===== src/rtl/acc_alu.sv =====
module acc_alu #(
  parameter int W   = 32,
  parameter int OSW = 3
) (
  input  logic                 clk,
  input  logic                 rst,
  input  logic                 en,
  input  logic [3:0]           op,
  input  logic                 src_sel,
  input  logic [W-1:0]         prod_in,
  input  logic [W/2-1:0]       data_in,
  input  logic                 sxm,
  input  logic [$clog2(W)-1:0] bit_sel,
  input  logic                 out_hi,
  input  logic [OSW-1:0]       out_sh,
  output logic [W-1:0]         acc,
  output logic [W/2-1:0]       store_out,
  output logic                 carry,
  output logic                 zero,
  output logic                 neg,
  output logic                 tflag
);
  localparam int H = W / 2;
  localparam logic [3:0] OP_ADD = 4'd0, OP_SUB = 4'd1, OP_AND = 4'd2, OP_OR = 4'd3,
                         OP_XOR = 4'd4, OP_BIT = 4'd5, OP_SHL = 4'd6, OP_SHR = 4'd7,
                         OP_ROL = 4'd8, OP_ROR = 4'd9, OP_LD = 4'd10;

  logic [W-1:0] ext, opnd, nxt;
  logic [W:0]   sum, dif;
  logic         nc, nt;
  logic [2*W-1:0] dbl;

  assign ext  = {{H{sxm & data_in[H-1]}}, data_in};
  assign opnd = src_sel ? prod_in : ext;
  assign sum  = {1'b0, acc} + {1'b0, opnd};
  assign dif  = {1'b0, acc} - {1'b0, opnd};

  always_comb begin
    nxt = acc;
    nc  = carry;
    nt  = tflag;
    case (op)
      OP_ADD: begin nxt = sum[W-1:0]; nc = sum[W]; end
      OP_SUB: begin nxt = dif[W-1:0]; nc = ~dif[W]; end
      OP_AND: nxt = acc & opnd;
      OP_OR:  nxt = acc | opnd;
      OP_XOR: nxt = acc ^ opnd;
      OP_BIT: nt = opnd[bit_sel];
      OP_SHL: begin nxt = {acc[W-2:0], 1'b0}; nc = acc[W-1]; end
      OP_SHR: begin nxt = {sxm & acc[W-1], acc[W-1:1]}; nc = acc[0]; end
      OP_ROL: begin nxt = {acc[W-2:0], carry}; nc = acc[W-1]; end
      OP_ROR: begin nxt = {carry, acc[W-1:1]}; nc = acc[0]; end
      OP_LD:  nxt = opnd;
      default: ;
    endcase
  end

  always_ff @(posedge clk) begin
    if (rst) begin
      acc   <= '0;
      carry <= 1'b0;
      zero  <= 1'b1;
      neg   <= 1'b0;
      tflag <= 1'b0;
    end else if (en) begin
      acc   <= nxt;
      carry <= nc;
      tflag <= nt;
      zero  <= (nxt == '0);
      neg   <= nxt[W-1];
    end
  end

  assign dbl       = {acc, acc} << out_sh;
  assign store_out = out_hi ? dbl[2*W-1:W+H] : dbl[W+H-1:W];


  reset_clear_chk: assert property (@(posedge clk) rst |=> (acc == '0 && !carry && zero && !neg && !tflag));

  hold_when_idle_chk: assert property (@(posedge clk) disable iff (rst)
    !en |=> ($stable(acc) && $stable(carry) && $stable(tflag)));

  bit_test_keeps_acc_chk: assert property (@(posedge clk) disable iff (rst)
    (en && op == OP_BIT) |=> ($stable(acc) && $stable(carry)));

  logic_keeps_carry_chk: assert property (@(posedge clk) disable iff (rst)
    (en && (op == OP_AND || op == OP_OR || op == OP_XOR)) |=> $stable(carry));

  zero_flag_chk: assert property (@(posedge clk) disable iff (rst) zero == (acc == '0));

  neg_flag_chk: assert property (@(posedge clk) disable iff (rst) neg == acc[W-1]);
endmodule


===== config.mk =====
export PLATFORM = sky130hd
export DESIGN_NAME = acc_alu
export DESIGN_NICKNAME = d
export VERILOG_FILES = /design/src/rtl/acc_alu.sv
export SDC_FILE = /design/constraint.sdc
export NUM_CORES = 1
export LEC_CHECK = 0
export ABC_AREA = 1
export BUFFER_PORTS_ARGS = -buffer_cell sky130_fd_sc_hd__buf_2
export CAP_MARGIN = 30
export CORE_UTILIZATION = 40
export DETAILED_ROUTE_END_ITERATION = 16
export HOLD_SLACK_MARGIN = 0.05
export PLACE_DENSITY_LB_ADDON = 0.08
export SETUP_SLACK_MARGIN = 0.3
export SLEW_MARGIN = 40
export SYNTH_ARGS = -nofsm -noshare
export SYNTH_HDL_FRONTEND = slang
export SYNTH_SLANG_ARGS = --single-unit

===== constraint.sdc =====
create_clock -name clk -period 6.9 [get_ports clk]
set_input_delay 0 -clock clk [delete_from_list [all_inputs] [get_ports clk]]
set_output_delay 0 -clock clk [all_outputs]
set_load 0.05 [all_outputs]

==> metrics.md, run 1 <==
| Metric | Value |
|---|---|
| Run status | `completed` |
| Clk_lat worst skew | `0.29 ns` |
| Remaining design rule violation count | `0` |
| CP startpoint kind | `input port` |
| Via count of the first global-routing pass | `13053` |
| Count of buffers added by post-CTS timing repair for setup | `0` |
| Number of port buffers | `117` |
| Total routed wire length on the met1 layer | `24740 µm` |
| Data required time at the worst endpoint | `7.13 ns` |
| Top achievable clock speed | `270.9 MHz` |
| Met2 Wirelength | `roughly 22000 µm` |
| Clock-pin slew on the worst setup and hold paths | `0.06 ns` |
| Number of warnings reported in the yosys synthesis log | `0` |
| Minimum hold slack | `0.1908 ns` |
| Post-placement worst setup slack | `between 3 and 4 ns` |
| Yosys reg bits | `35` |
| Delay-heaviest family, CP | `simple AND/OR/NAND/NOR gates` |
| Minimum clock period | `roughly 3.7 ns` |
| Most frequent cell after synthesis | `sky130_fd_sc_hd__nand2_1` |
| Total setup violations reported at the end of the flow | `0` |
| Hold WC Path Type | `in2reg` |
| Vertical die dimension | `166.0 µm` |
| Fraction of layout cells with a size suffix above 1 | `between 7 and 8%` |
| Buf+Inv Stages, Crit Path | `3` |
| Clock network power share | `13.6%` |
| Share of flip-flops with an asynchronous set or reset after synthesis | `0%` |
| Cell taking the most area after synthesis | `sky130_fd_sc_hd__nand2_1` |
| Number of nets in the final layout | `around 2300` |
| Area contributors post-synth | `sky130_fd_sc_hd__nand2_1 (25%), sky130_fd_sc_hd__ha_1 (13%), sky130_fd_sc_hd__inv_1 (12%)` |
| Worst Path Class, Setup | `in2reg` |
| Total nets after synthesis | `~2300` |
| Overall track demand over capacity in global routing | `38.37%` |
| Period utilisation layout | `around 54%` |
| Die area | `27560 µm²` |
| Setup tns final | `0 ns` |
| First-pass detailed-route iteration total | `6` |
| Proportion of synthesized chip area in sequential cells | `6.512%` |
| Uppermost signal routing layer after detailed routing | `met4` |
| Cells resized by post-CTS repair | `0` |
| Hold_buf cts | `0` |
| Largest stage delay on the critical path | `0.66 ns` |
| DRT iter0 DRCs | `1782` |
| Final core utilization | `roughly 44%` |
| Core box area | `26210 µm²` |
| Layout-stage area growth over the synthesis result | `7.199%` |
| Antenna cells | `0` |
| Primary flip-flop cell chosen by synthesis mapping | `sky130_fd_sc_hd__dfxtp_1` |
| H-tree level count | `2` |
| Most instantiated cells after synthesis | `sky130_fd_sc_hd__nand2_1 (705), sky130_fd_sc_hd__inv_1 (348), sky130_fd_sc_hd__nor2_1 (209)` |
| GRT overflow | `0` |
| Critical-path maximum fanout | `32` |
| CTS root buf | `sky130_fd_sc_hd__clkbuf_16` |
| Initial core utilization | `41.06%` |
| Worst ir drop on vdd | `approximately 0.00011 V` |
| Most frequent cell on the critical path | `sky130_fd_sc_hd__nand2_1` |
| Count of maximum capacitance violations | `0` |
| Cts bufs inserted | `5` |
| Wire length reported by the detailed router | `approximately 54000 µm` |
| Unrepaired setup endpoints after global routing | `no` |
| Final weighted congestion in routability-driven placement | `1.006` |
| Area fraction of the dominant cell type after synthesis | `24.60%` |
| Post-route antenna net violation count | `0` |
| Ratio of total power to cell area | `138.5 nW/µm²` |
| Switching pwr | `0.0009628 W` |
| Clock Skew | `0.004475 ns` |
| Number of cells produced by synthesis | `roughly 2100` |
| Final-report max-slew violation count | `0` |
| Worst Slack Setup Final | `3.208 ns` |
| Worst Max-Slew Pin Slew | `between 0.7 and 0.8 ns` |
| Ordered list of cells on the worst path | `buf_2 -> inv_4 -> nand2_2 -> o21ai_0 -> ha_1 -> nand2_1 -> nor2_1 -> inv_1 -> nor3_1 -> a21oi_1 -> nand2_1 -> nand2_1 -> nand3_1 -> nand3_1 -> nand2_1 -> nand2_1 -> nor2_1 -> nand3_1 -> nand2_1` |
| Setup slack, reg-to-reg | `3.34 ns` |
| Worst max-slew margin expressed relative to the limit | `48.44%` |
| Maximum number of pins on one net before global-route repair | `65` |
| Post-synthesis instance area | `10760 µm²` |
| IO Pins | `~120` |
| Maximum number of buffers from clock root to sink | `2` |
| Site Rows | `between 50 and 60` |
| Register share of total power | `16.7%` |
| Sinks on the clock net | `35` |
| CTS tree | `done` |
| Via count of the routed design | `14195` |
| EDFF count, synth | `0` |
| Net switching fraction of the power | `60.27%` |
| Wire length of the first global-routing pass | `between 70000 and 80000 µm` |
| Post-DR wirelength/cell | `around 22 µm` |
| Critical-path top delay cell | `sky130_fd_sc_hd__ha_1` |
| Static leakage power | `6.374 nW` |
| DP HPWL | `44020 µm` |
| Number of distinct library cells after synthesis | `38` |
| Number of cells in the design after placement | `2495` |
| Category of the worst setup path capture point | `flip-flop` |
| Final number of hold-violating endpoints | `0` |
| Number of vias per cell after detailed routing | `5.676` |
| Arrival @ worst endpoint | `3.92 ns` |
| Mapped Avg Cell Area | `5.073 µm²` |
| Number of standard cells in the layout, taps in and fillers out | `2501` |
| Internal cell power | `roughly 0.00063 W` |
| Number of antenna violations at the first check in global routing | `0` |
| Width of the chip | `166.0 µm` |
| Met3 wirelength from detailed routing | `5653 µm` |
| Relative contribution of combinational cells to total power | `69.7%` |
cell usage in the layout, fill, tap and decap left out:
cell / synthesis / layout
sky130_fd_sc_hd__o21bai_1: 7 / 7
sky130_fd_sc_hd__ha_1: 113 / 113
sky130_fd_sc_hd__nand3b_1: 1 / 1
sky130_fd_sc_hd__inv_4: 2 / 2
sky130_fd_sc_hd__o211ai_1: 17 / 17
sky130_fd_sc_hd__nor2_1: 209 / 209
sky130_fd_sc_hd__clkinv_1: 2 / 2
sky130_fd_sc_hd__o221ai_1: 13 / 13
sky130_fd_sc_hd__o21ai_0: 155 / 155
sky130_fd_sc_hd__inv_2: 11 / 13
sky130_fd_sc_hd__buf_2: 36 / 117
sky130_fd_sc_hd__a221oi_1: 1 / 1
sky130_fd_sc_hd__inv_1: 348 / 346
sky130_fd_sc_hd__nand2_4: 1 / 1
sky130_fd_sc_hd__a211oi_1: 19 / 19
sky130_fd_sc_hd__dfxtp_1: 35 / 35
sky130_fd_sc_hd__nand4_1: 38 / 38
sky130_fd_sc_hd__o2111ai_1: 3 / 3
sky130_fd_sc_hd__a31oi_1: 1 / 1
sky130_fd_sc_hd__o22ai_1: 27 / 27
sky130_fd_sc_hd__mux2i_1: 7 / 7
sky130_fd_sc_hd__a21oi_1: 76 / 76
sky130_fd_sc_hd__nor2_2: 9 / 8
sky130_fd_sc_hd__nand3_1: 174 / 174
sky130_fd_sc_hd__clkbuf_16: 0 / 5
sky130_fd_sc_hd__nand2_1: 705 / 705
sky130_fd_sc_hd__or2_2: 1 / 1
sky130_fd_sc_hd__nor2_4: 1 / 2
sky130_fd_sc_hd__and2_1: 1 / 1
sky130_fd_sc_hd__buf_4: 6 / 9
sky130_fd_sc_hd__fa_1: 2 / 2
sky130_fd_sc_hd__nand2_2: 11 / 11
sky130_fd_sc_hd__clkbuf_1: 38 / 1
sky130_fd_sc_hd__o21ai_1: 13 / 13
sky130_fd_sc_hd__nor4_1: 3 / 3
sky130_fd_sc_hd__nor3_1: 27 / 27
sky130_fd_sc_hd__and3_1: 1 / 1
final cells by class:
| type | instances | area [µm²] |
|---|---|---|
| repair buffers | 126 | 653.1 |
| inverters | 363 | 1368 |
| multi-input cells | 1636 | 8264 |
| flip-flops and latches | 35 | 700.7 |
| well taps | 335 | 419.2 |
| clock buffers | 6 | 128.9 |
| fillers | 3095 | 14670 |
sequential cells by signal, indices dropped and copies added, names as in the netlist:
name	flops
tflag	1
acc	32
zero	1
carry	1
cells by family (layout without fill, tap and decap cells):
group                      Yosys count  after routing  share of synthesized area [%]
adders and majority gates          115            115                          13.51
and+or+nand+nor                   1182           1182                          45.24
AOI/OAI and AO/OA                  332            332                          17.36
DFF                                 35             35                          6.512
buffers and inverters              450            495                          16.72
muxes                                7              7                         0.6513
metal layers:
layer | vias up | GRT usage (%)
met5 | - | 0
met4 | 0 | 11.05
met3 | 97 | 5.577
met2 | 775 | 57.02
met1 | 6525 | 56.55
li1 | 6798 | -
power groups by stage:
stage / Sequential, W / Clock, W / Combinational (W)
2_1_floorplan: 0.000305 / 0 / 0.000697
5_1_grt: 0.000267 / 0.000229 / 0.00122
3_5_place_dp: 0.000267 / 0 / 0.00108
4_1_cts: 0.000263 / 0.000217 / 0.00108
3_3_place_gp: 0.000268 / 0 / 0.00108
6_report: 0.000266 / 0.000218 / 0.00111
stage by stage:
step / area [µm²] / power [W]
global placement: 11400 / 0.001344
CTS: 11530 / 0.001562
finish: 11530 / 0.001597
floorplan: 10760 / 0.001002
global route: 11530 / 0.001713
detailed placement: 11400 / 0.001345
worst register-to-register path, stage by stage (launching register included):
cell,delay [ns]
sky130_fd_sc_hd__dfxtp_1,0.65
sky130_fd_sc_hd__inv_1,0.28
sky130_fd_sc_hd__ha_1,0.56
sky130_fd_sc_hd__inv_1,0.19
sky130_fd_sc_hd__a21oi_1,0.20
sky130_fd_sc_hd__nand2_1,0.08
sky130_fd_sc_hd__nand2_1,0.08
sky130_fd_sc_hd__nand3_1,0.20
sky130_fd_sc_hd__o21ai_0,0.40
sky130_fd_sc_hd__nand4_1,0.23
sky130_fd_sc_hd__nor2_1,0.13
sky130_fd_sc_hd__nand3_1,0.08
sky130_fd_sc_hd__nor2_1,0.25
sky130_fd_sc_hd__nand3_1,0.12
sky130_fd_sc_hd__nand2_1,0.07
worst paths after layout:
check,start,end,depth (start not counted)
max,src_sel,zero,19
max reg2reg,acc[3],zero,14
min reg2reg,zero,zero,2
min,op[0],tflag,4
Note: power is estimated with default switching activity, not from simulation.
==> inputs of run 2 (changes only) <==
- ABC_AREA: 1 -> 0
- clock period: 6.9 -> 3.55 ns (I/O delays scaled with it)
==> run 2 against run 1 <==
Net effect:
- the flow now finishes with violations (setup timing)
- global-route usage rose by 5.8 points
- first-iteration DRC count fell by 15%
- clock skew rose by 0.011 ns
- register-to-register slack got worse by 4.0 ns
- combinational power rose to 3.0 times the previous value
- critical endpoint unchanged
- highest routed layer unchanged
==> metrics.md, run 2 <==
| Metric | Value |
|---|---|
| Run status | `finished with violations` |
| Failing checks | `setup timing` |
| Area contributors post-synth | `sky130_fd_sc_hd__ha_1 (15%), sky130_fd_sc_hd__mux2i_1 (7.5%), sky130_fd_sc_hd__dfxtp_1 (7.2%)` |
| Wire length reported by the detailed router | `55110 µm` |
| Start point of the worst hold path | `rst` |
| Worst max-slew margin expressed relative to the limit | `51.22%` |
| Total nets after synthesis | `1528` |
| Share of flip-flops with an asynchronous set or reset after synthesis | `0%` |
| Leading cell types in the layout, fill and taps excluded | `sky130_fd_sc_hd__buf_4 (518), sky130_fd_sc_hd__nor2_1 (138), sky130_fd_sc_hd__buf_2 (116)` |
| Layout filler cell count | `2215` |
| Maximum number of pins on one net before global-route repair | `36` |
| Clk_lat worst skew | `0.31 ns` |
| H-tree level count | `2` |
| Primary flip-flop cell chosen by synthesis mapping | `sky130_fd_sc_hd__dfxtp_1` |
| Path depth of the worst reg2reg path | `16` |
| Number of antenna violations at the first check in global routing | `0` |
| Via count of the routed design | `roughly 14000` |
| Unrepaired setup endpoints after global routing | `yes` |
| Design Area, Final | `~15000 µm²` |
| Yosys reg bits | `35` |
| Final-report max-slew violation count | `0` |
| GRT overflow | `0` |
| Mapped Avg Cell Area | `roughly 7 µm²` |
| Area of the multi-input gates | `approximately 9000 µm²` |
| Number of cells produced by synthesis | `1347` |
| Site Rows | `56` |
| Clock Skew | `0.01540 ns` |
| Wire length of the first global-routing pass | `80800 µm` |
| Period utilisation layout | `118.6%` |
| Hold Path Depth | `2` |
| Sinks on the clock net | `35` |
| Remaining design rule violation count | `0` |
| Arrival @ worst endpoint | `4.46 ns` |
| Most frequent cell after synthesis | `sky130_fd_sc_hd__nor2_1` |
| Ratio of total power to cell area | `285.7 nW/µm²` |
| DRT iter0 DRCs | `1523` |
| Worst r2r src | `acc[0]` |
| Post-route antenna net violation count | `0` |
| Overall track demand over capacity in global routing | `about 44%` |
| IO Pins | `118` |
| Hold EP | `acc[19]` |
| Hold_buf cts | `0` |
| Clock-pin slew on the worst setup and hold paths | `0.08 ns` |
| Critical-path maximum fanout | `4` |
| Flip-flop count of the largest register, all copies and words added | `32` |
| Worst Max-Slew Pin Slew | `0.7301 ns` |
| Worst Slack Setup Final | `-0.6616 ns` |
| Die area | `24850 µm²` |
| Top achievable clock speed | `approximately 240 MHz` |
| CTS root buf | `sky130_fd_sc_hd__clkbuf_16` |
| Static leakage power | `7.238 nW` |
| EDFF count, synth | `0` |
| Power consumption | `0.004324 W` |
| Fraction of layout cells with a size suffix above 1 | `43.63%` |
| Proportion of synthesized chip area in sequential cells | `a little over 7%` |
| Number of vias per cell after detailed routing | `6.163` |
| Cell area after placement | `~14000 µm²` |
| Hold WC Path Type | `in2reg` |
| Setup tns final | `-1.321 ns` |
| Worst Path Class, Setup | `reg2reg` |
| Most instantiated cells after synthesis | `sky130_fd_sc_hd__nor2_1 (140), sky130_fd_sc_hd__a21oi_1 (119), sky130_fd_sc_hd__ha_1 (113)` |
| Vertical die dimension | `157.7 µm` |
| First-pass detailed-route iteration total | `5` |
| Via count of the first global-routing pass | `13005` |
| Minimum clock period | `approximately 4.2 ns` |
| Antenna cells | `0` |
| Number of distinct library cells after synthesis | `90` |
| Final number of hold-violating endpoints | `0` |
| Area fraction of the dominant cell type after synthesis | `14.59%` |
| Sequential cell area | `747.0 µm²` |
| Setup slack, reg-to-reg | `-0.66 ns` |
| CTS tree | `done` |
| CP startpoint kind | `flip-flop` |
| Layout-stage area growth over the synthesis result | `56.17%` |
| Cell taking the most area after synthesis | `sky130_fd_sc_hd__ha_1` |
| Number of warnings reported in the yosys synthesis log | `0` |
| Post-placement worst setup slack | `-1.055 ns` |
| Category of the worst setup path capture point | `flip-flop` |
| Data required time at the worst endpoint | `roughly 3.8 ns` |
| Maximum number of buffers from clock root to sink | `2` |
| Number of port buffers | `117` |
| Number of nets in the final layout | `2087` |
| Final weighted congestion in routability-driven placement | `1.047` |
| Total setup violations reported at the end of the flow | `5` |
| Cts bufs inserted | `5` |
| Register ranked first by flip-flop count | `acc` |
| Worst ir drop on vdd | `roughly 0.00021 V` |
| DP HPWL | `around 44000 µm` |
| Post-DR wirelength/cell | `24.76 µm` |
| Post-synthesis instance area | `about 9700 µm²` |
| Most common library cell in the layout ignoring fill and taps | `sky130_fd_sc_hd__buf_4` |
| Initial core utilization | `41.04%` |
| Count of maximum capacitance violations | `0` |
| Final core utilization | `64.09%` |
| Capture instance of the worst register-to-register path | `zero` |
| Width of the chip | `~160 µm` |
| Core box area | `23610 µm²` |
==> run 2: cell count changes in the layout (fill, tap and decap cells not counted), sizes merged, moves of 66 or more <==
| cell | delta |
|---|---|
| inv | -261 |
| nand2 | -630 |
| nand3 | -151 |
| buf | +525 |
| o21ai | -88 |
| mux2i | +66 |
| nor2 | -79 |
==> run 2: timing repair <==
action	4_1_cts	5_1_grt
resized for setup	64	45
setup buffers	14	4
cloned	0	0
pin swaps	34	26
endpoints found under the setup margin	13	15
==> run 2: power by group <==
| part | internal, W | switching, W | leakage (nW) | total, W |
|---|---|---|---|---|
| clock network | 0.000262 | 0.000241 | 0.0669 | 0.000503 |
| registers | 0.000431 | 0.0000301 | 0.298 | 0.000461 |
| logic | 0.00146 | 0.00190 | 6.87 | 0.00336 |
| total | 0.00215 | 0.00217 | 7.24 | 0.00432 |
==> run 2: cell families (layout without fill, tap and decap cells) <==
logic type | after synthesis | count (layout) | share of synthesized area (%)
compound gates | 473 | 473 | 33.83
xor+xnor | 11 | 11 | 0.9942
fa+ha+maj | 115 | 115 | 15.00
buf+inv | 200 | 760 | 8.612
flops | 35 | 35 | 7.230
mux | 106 | 106 | 14.05
simple gates | 407 | 407 | 20.28
==> run 2: metal layers <==
layer / track usage [%] / wire (µm)
met5: 0 / 0
met4: 19.19 / 2665
met3: 8.322 / 6310
met2: 67.97 / 23400
met1: 59.68 / 22740
==> run 2: critical path, cell delays in order, from the launching register on <==
cell                       delay [ns]
sky130_fd_sc_hd__dfxtp_4         0.37
sky130_fd_sc_hd__inv_4           0.06
sky130_fd_sc_hd__ha_4            0.12
sky130_fd_sc_hd__inv_2           0.04
sky130_fd_sc_hd__fa_2            0.38
sky130_fd_sc_hd__nor2b_4         0.15
sky130_fd_sc_hd__o311ai_4        0.38
sky130_fd_sc_hd__a31oi_4         0.21
sky130_fd_sc_hd__a211o_4         0.41
sky130_fd_sc_hd__a311oi_4        0.37
sky130_fd_sc_hd__nor2_1          0.10
sky130_fd_sc_hd__nor3b_2         0.18
sky130_fd_sc_hd__o22ai_2         0.22
sky130_fd_sc_hd__nand2_2         0.10
sky130_fd_sc_hd__or4_1           0.53
sky130_fd_sc_hd__or4_1           0.40
sky130_fd_sc_hd__o21ai_1         0.12
==> run 2: worst max-delay path by stage <==
| stage | depth (start not counted) | endpoint | startpoint |
|---|---|---|---|
| after floorplan | 18 | zero | src_sel |
| after global placement | 19 | zero | src_sel |
| after CTS | 15 | zero | acc[1] |
| after detailed placement | 20 | zero | src_sel |
| final | 16 | zero | acc[0] |
| after global routing | 16 | zero | acc[0] |
==> run 2: layout make-up <==
class | count | area share, %
multi-input cells | 1112 | 57.81
repair buffers | 651 | 31.15
flip-flops and latches | 35 | 4.936
well taps | 319 | 2.637
inverters | 101 | 2.538
clock buffers | 6 | 0.8516
clock inverters | 2 | 0.08268
==> run 2: through the flow <==
| stage | instances | hold slack (ns) |
|---|---|---|
| after floorplan | 1347 | 0.2183 |
| after global placement | 2200 | 0.4668 |
| after detailed placement | 2200 | 0.4874 |
| after CTS | 2222 | 0.1768 |
| after global routing | 2226 | 0.1615 |
| final | 2226 | 0.1443 |
==> inputs of run 3 (changes only) <==
- CORE_UTILIZATION: 40 -> 56
==> run 3 against run 2 <==
Net effect:
- the run now fails in global routing (5_1_grt)
- synthesized cell count did not move
- synthesized area is the same
==> metrics.md, run 3 <==
| Metric | Value |
|---|---|
| Run status | `stopped before the end` |
| Stage at which the flow ended | `global routing (5_1_grt)` |
| Log Error | `[ERROR GRT-0232] Routing congestion too high. Check the congestion heatmap in the GUI.` |
| Number of warnings reported in the yosys synthesis log | `0` |
| Most instantiated cells after synthesis | `sky130_fd_sc_hd__nor2_1 (140), sky130_fd_sc_hd__a21oi_1 (119), sky130_fd_sc_hd__ha_1 (113)` |
| IO Pins | `118` |
| Overall track demand over capacity in global routing | `74.71%` |
| Share of flip-flops with an asynchronous set or reset after synthesis | `0%` |
| CTS root buf | `sky130_fd_sc_hd__clkbuf_16` |
| Site Rows | `47` |
| Hold_buf cts | `0` |
| Width of the chip | `133.5 µm` |
| Number of cells in the design after placement | `2047` |
| Cts bufs inserted | `5` |
| Post-placement worst setup slack | `-0.9487 ns` |
| Post-synthesis instance area | `9691 µm²` |
| GRT overflow | `20` |
| EDFF count, synth | `0` |
| DP HPWL | `39780 µm` |
| Total nets after synthesis | `1528` |
| Worst endpoint type | `sequential cell input` |
| Sinks on the clock net | `35` |
| Worst_ep grt | `zero$_SDFFE_PP1P_/D` |
| Yosys reg bits | `35` |
| Most frequent cell after synthesis | `sky130_fd_sc_hd__nor2_1` |
| Number of cells produced by synthesis | `1347` |
| Mapped Avg Cell Area | `7.194 µm²` |
| Proportion of synthesized chip area in sequential cells | `7.230%` |
| Cell area after placement | `13870 µm²` |
| Area contributors post-synth | `sky130_fd_sc_hd__ha_1 (15%), sky130_fd_sc_hd__mux2i_1 (7.5%), sky130_fd_sc_hd__dfxtp_1 (7.2%)` |
| Cell taking the most area after synthesis | `sky130_fd_sc_hd__ha_1` |
| Maximum number of pins on one net before global-route repair | `36` |
| Initial core utilization | `57.82%` |
| H-tree level count | `2` |
| Primary flip-flop cell chosen by synthesis mapping | `sky130_fd_sc_hd__dfxtp_1` |
| Number of distinct library cells after synthesis | `90` |
| Vertical die dimension | `133.5 µm` |
| Maximum number of buffers from clock root to sink | `2` |
| Area fraction of the dominant cell type after synthesis | `approximately 15%` |
| Number of port buffers | `117` |
| Final weighted congestion in routability-driven placement | `1.173` |
## run 3: cell counts after synthesis
No cell type changed its count.
## run 3: stage by stage
step / setup TNS [ns] / util (%)
detailed placement: -3.299 / 82.74
global placement: -2.686 / 82.74
floorplan: -0.3537 / -
CTS: -0.6088 / 85.93
## run 3: what timing repair did
item                       in CTS
resized for setup              69
setup buffers                   9
setup endpoints to repair      11
pin swaps                      15
## run 3: cells by family after synthesis
kind of cell / share of synthesized area [%]
AOI/OAI and AO/OA: 33.83
and+or+nand+nor: 20.28
buffers and inverters: 8.612
adders and majority gates: 15.00
muxes: 14.05
DFF: 7.230
xor gates and xnor gates: 0.9942
## run 3: metal layers
layer	overflow	GRT usage, %
met5	0	30.00
met4	15	67.17
met3	0	59.13
met2	5	91.49
met1	0	77.26
==> inputs of run 4 (changes only) <==
- CORE_UTILIZATION: 56 -> 40
- HOLD_SLACK_MARGIN: 0.05 -> unset
- PLACE_DENSITY_LB_ADDON: 0.08 -> 0.15
- SETUP_SLACK_MARGIN: 0.3 -> unset
==> run 4 against run 3 <==
Net effect:
- the flow now finishes, with violations (setup timing)
==> metrics.md, run 4 (synthesis results as in run 2) <==
| Metric | Value |
|---|---|
| Run status | `finished with violations` |
| Failing checks | `setup timing` |
| Via count of the first global-routing pass | `approximately 13000` |
| Post-placement worst setup slack | `-1.010 ns` |
| First-pass detailed-route iteration total | `5` |
| CTS tree | `done` |
| H-tree level count | `2` |
| GRT overflow | `0` |
| Setup slack, reg-to-reg | `-0.74 ns` |
| Top achievable clock speed | `232.9 MHz` |
| Sinks on the clock net | `35` |
| Internal cell power | `roughly 0.0021 W` |
| CP startpoint kind | `flip-flop` |
| Worst Path Class, Setup | `reg2reg` |
| IO Pins | `118` |
| CTS root buf | `sky130_fd_sc_hd__clkbuf_16` |
| Via count of the routed design | `between 10000 and 15000` |
| Relative contribution of combinational cells to total power | `77.1%` |
| Final weighted congestion in routability-driven placement | `1.081` |
| Minimum clock period | `4.294 ns` |
| Layout filler cell count | `between 2000 and 2500` |
| Hold Path Depth | `3` |
| Final core utilization | `62.65%` |
| Hold WC Path Type | `in2reg` |
| Path depth of the worst reg2reg path | `17` |
| Post-DR wirelength/cell | `24.96 µm` |
| Number of nets in the final layout | `approximately 2000` |
| Number of vias per cell after detailed routing | `between 6 and 7` |
| Total setup violations reported at the end of the flow | `6` |
| Area of the multi-input gates | `8791 µm²` |
| Fraction of layout cells with a size suffix above 1 | `a little over two fifths` |
| Final-report max-slew violation count | `0` |
| Clock network power share | `12.1%` |
| Met1 track demand over resource | `58.60%` |
| Site Rows | `56` |
| Switching pwr | `around 0.0022 W` |
| Busiest metal layer after global routing | `met2` |
| Worst Max-Slew Pin Slew | `0.8601 ns` |
| Cell area after placement | `between 10000 and 15000 µm²` |
| Register ranked first by flip-flop count | `acc` |
| Maximum number of pins on one net before global-route repair | `36` |
| Unrepaired setup endpoints after global routing | `yes` |
| DP HPWL | `roughly 43000 µm` |
| Number of cells in the design after placement | `2156` |
| Clk_lat worst skew | `0.32 ns` |
| Number of port buffers | `117` |
| Most common library cell in the layout ignoring fill and taps | `sky130_fd_sc_hd__buf_4` |
| Overall track demand over capacity in global routing | `43.89%` |
| Worst Slack Setup Final | `-0.7436 ns` |
| Net switching fraction of the power | `50.73%` |
| Register share of total power | `between 10 and 15%` |
| Sequential cell area | `745.7 µm²` |
| Wire length of the first global-routing pass | `79990 µm` |
| Clock-pin slew on the worst setup and hold paths | `approximately 0.080 ns` |
| Hold_buf cts | `0` |
| Core box area | `23610 µm²` |
| Design Area, Final | `14790 µm²` |
| Setup tns final | `-1.035 ns` |
| Cts bufs inserted | `5` |
| Leading cell types in the layout, fill and taps excluded | `sky130_fd_sc_hd__buf_4 (475), sky130_fd_sc_hd__nor2_1 (136), sky130_fd_sc_hd__buf_2 (116)` |
| Layout-stage area growth over the synthesis result | `52.65%` |
| Number of antenna violations at the first check in global routing | `1` |
| Data required time at the worst endpoint | `3.79 ns` |
| Worst ir drop on vdd | `0.0001910 V` |
| Ratio of total power to cell area | `289.0 nW/µm²` |
| Global-route track usage on met3 | `9.116%` |
| Number of standard cells in the layout, taps in and fillers out | `2181` |
| Width of the chip | `around 160 µm` |
| Flip-flop count of the largest register, all copies and words added | `32` |
| Wire length reported by the detailed router | `54430 µm` |
| Initial core utilization | `41.04%` |
| Maximum number of buffers from clock root to sink | `2` |
| Clock Skew | `0.01484 ns` |
| Capture instance of the worst register-to-register path | `zero` |
| Die area | `24850 µm²` |
| Vertical die dimension | `157.7 µm` |
| DRT iter0 DRCs | `1379` |
| Period utilisation layout | `120.9%` |
| Critical-path maximum fanout | `3` |
| Arrival @ worst endpoint | `~4.5 ns` |
| Category of the worst setup path capture point | `flip-flop` |
| Post-route antenna net violation count | `0` |
| Remaining design rule violation count | `0` |
| Final number of hold-violating endpoints | `0` |
| Count of maximum capacitance violations | `0` |
| Critical path launch point | `acc[0]` |
| Met2 track utilization from global routing | `65.85%` |
| Worst max-slew margin expressed relative to the limit | `roughly 42%` |
| Worst r2r src | `acc[0]` |
| Static leakage power | `7.018 nW` |
| End of the critical path | `zero` |
[run 4: critical path, stage by stage, from the launching register on]
cell	delay (ns)
sky130_fd_sc_hd__dfxtp_4	0.39
sky130_fd_sc_hd__inv_4	0.05
sky130_fd_sc_hd__ha_4	0.16
sky130_fd_sc_hd__inv_2	0.05
sky130_fd_sc_hd__fa_2	0.42
sky130_fd_sc_hd__nand2_2	0.07
sky130_fd_sc_hd__o21ai_2	0.06
sky130_fd_sc_hd__a221oi_2	0.33
sky130_fd_sc_hd__o221ai_2	0.18
sky130_fd_sc_hd__or3_4	0.43
sky130_fd_sc_hd__nor4_4	0.21
sky130_fd_sc_hd__buf_4	0.19
sky130_fd_sc_hd__nand4_1	0.16
sky130_fd_sc_hd__a2111oi_2	0.24
sky130_fd_sc_hd__nand4_1	0.22
sky130_fd_sc_hd__or4_1	0.53
sky130_fd_sc_hd__or4_1	0.40
sky130_fd_sc_hd__o21ai_1	0.13
[run 4: worst min path at each step]
stage                           from      end  slack (ns)
final                            rst   acc[2]        0.25
after global routing             rst   acc[2]        0.26
after CTS                 bit_sel[3]    tflag        0.23
after detailed placement       tflag    tflag        0.52
after global placement         tflag    tflag        0.47
after floorplan                  rst  acc[31]        0.22
[run 4: power groups by stage]
| stage | registers, W | logic [W] | clock network [W] |
|---|---|---|---|
| after floorplan | 0.000628 | 0.00141 | 0 |
| after global placement | 0.000467 | 0.00299 | 0 |
| after detailed placement | 0.000468 | 0.00300 | 0 |
| after CTS | 0.000460 | 0.00313 | 0.000511 |
| after global routing | 0.000466 | 0.00347 | 0.000520 |
| final | 0.000462 | 0.00329 | 0.000519 |
[run 4: through the flow]
step	total power (W)	hold slack, ns
2_1_floorplan	0.002043	0.2183
3_3_place_gp	0.003459	0.4716
3_5_place_dp	0.003472	0.5176
4_1_cts	0.004105	0.2297
5_1_grt	0.004454	0.2613
6_report	0.004276	0.2458
[run 4: routing by layer]
| layer | up-vias | wire [µm] |
|---|---|---|
| li1 | 6073 | - |
| met1 | 6518 | 22210 |
| met2 | 883 | 22770 |
| met3 | 190 | 6247 |
| met4 | 0 | 3205 |
| met5 | - | 0 |
[run 4: layout make-up]
type	instances	share of cell area, %
multi-input combinational	1112	59.43
inverter	101	2.622
antenna	1	0.01692
timing repair buffer	605	29.27
tap	319	2.698
sequential	35	5.041
clock buffer	8	0.9219
[run 4: repair_timing]
| item | CTS | global route |
|---|---|---|
| setup endpoints to repair | 8 | 11 |
| hold endpoints to repair | 0 | 0 |
| pin swaps | 19 | 14 |
| setup buffers | 24 | 3 |
| resized for setup | 58 | 57 |
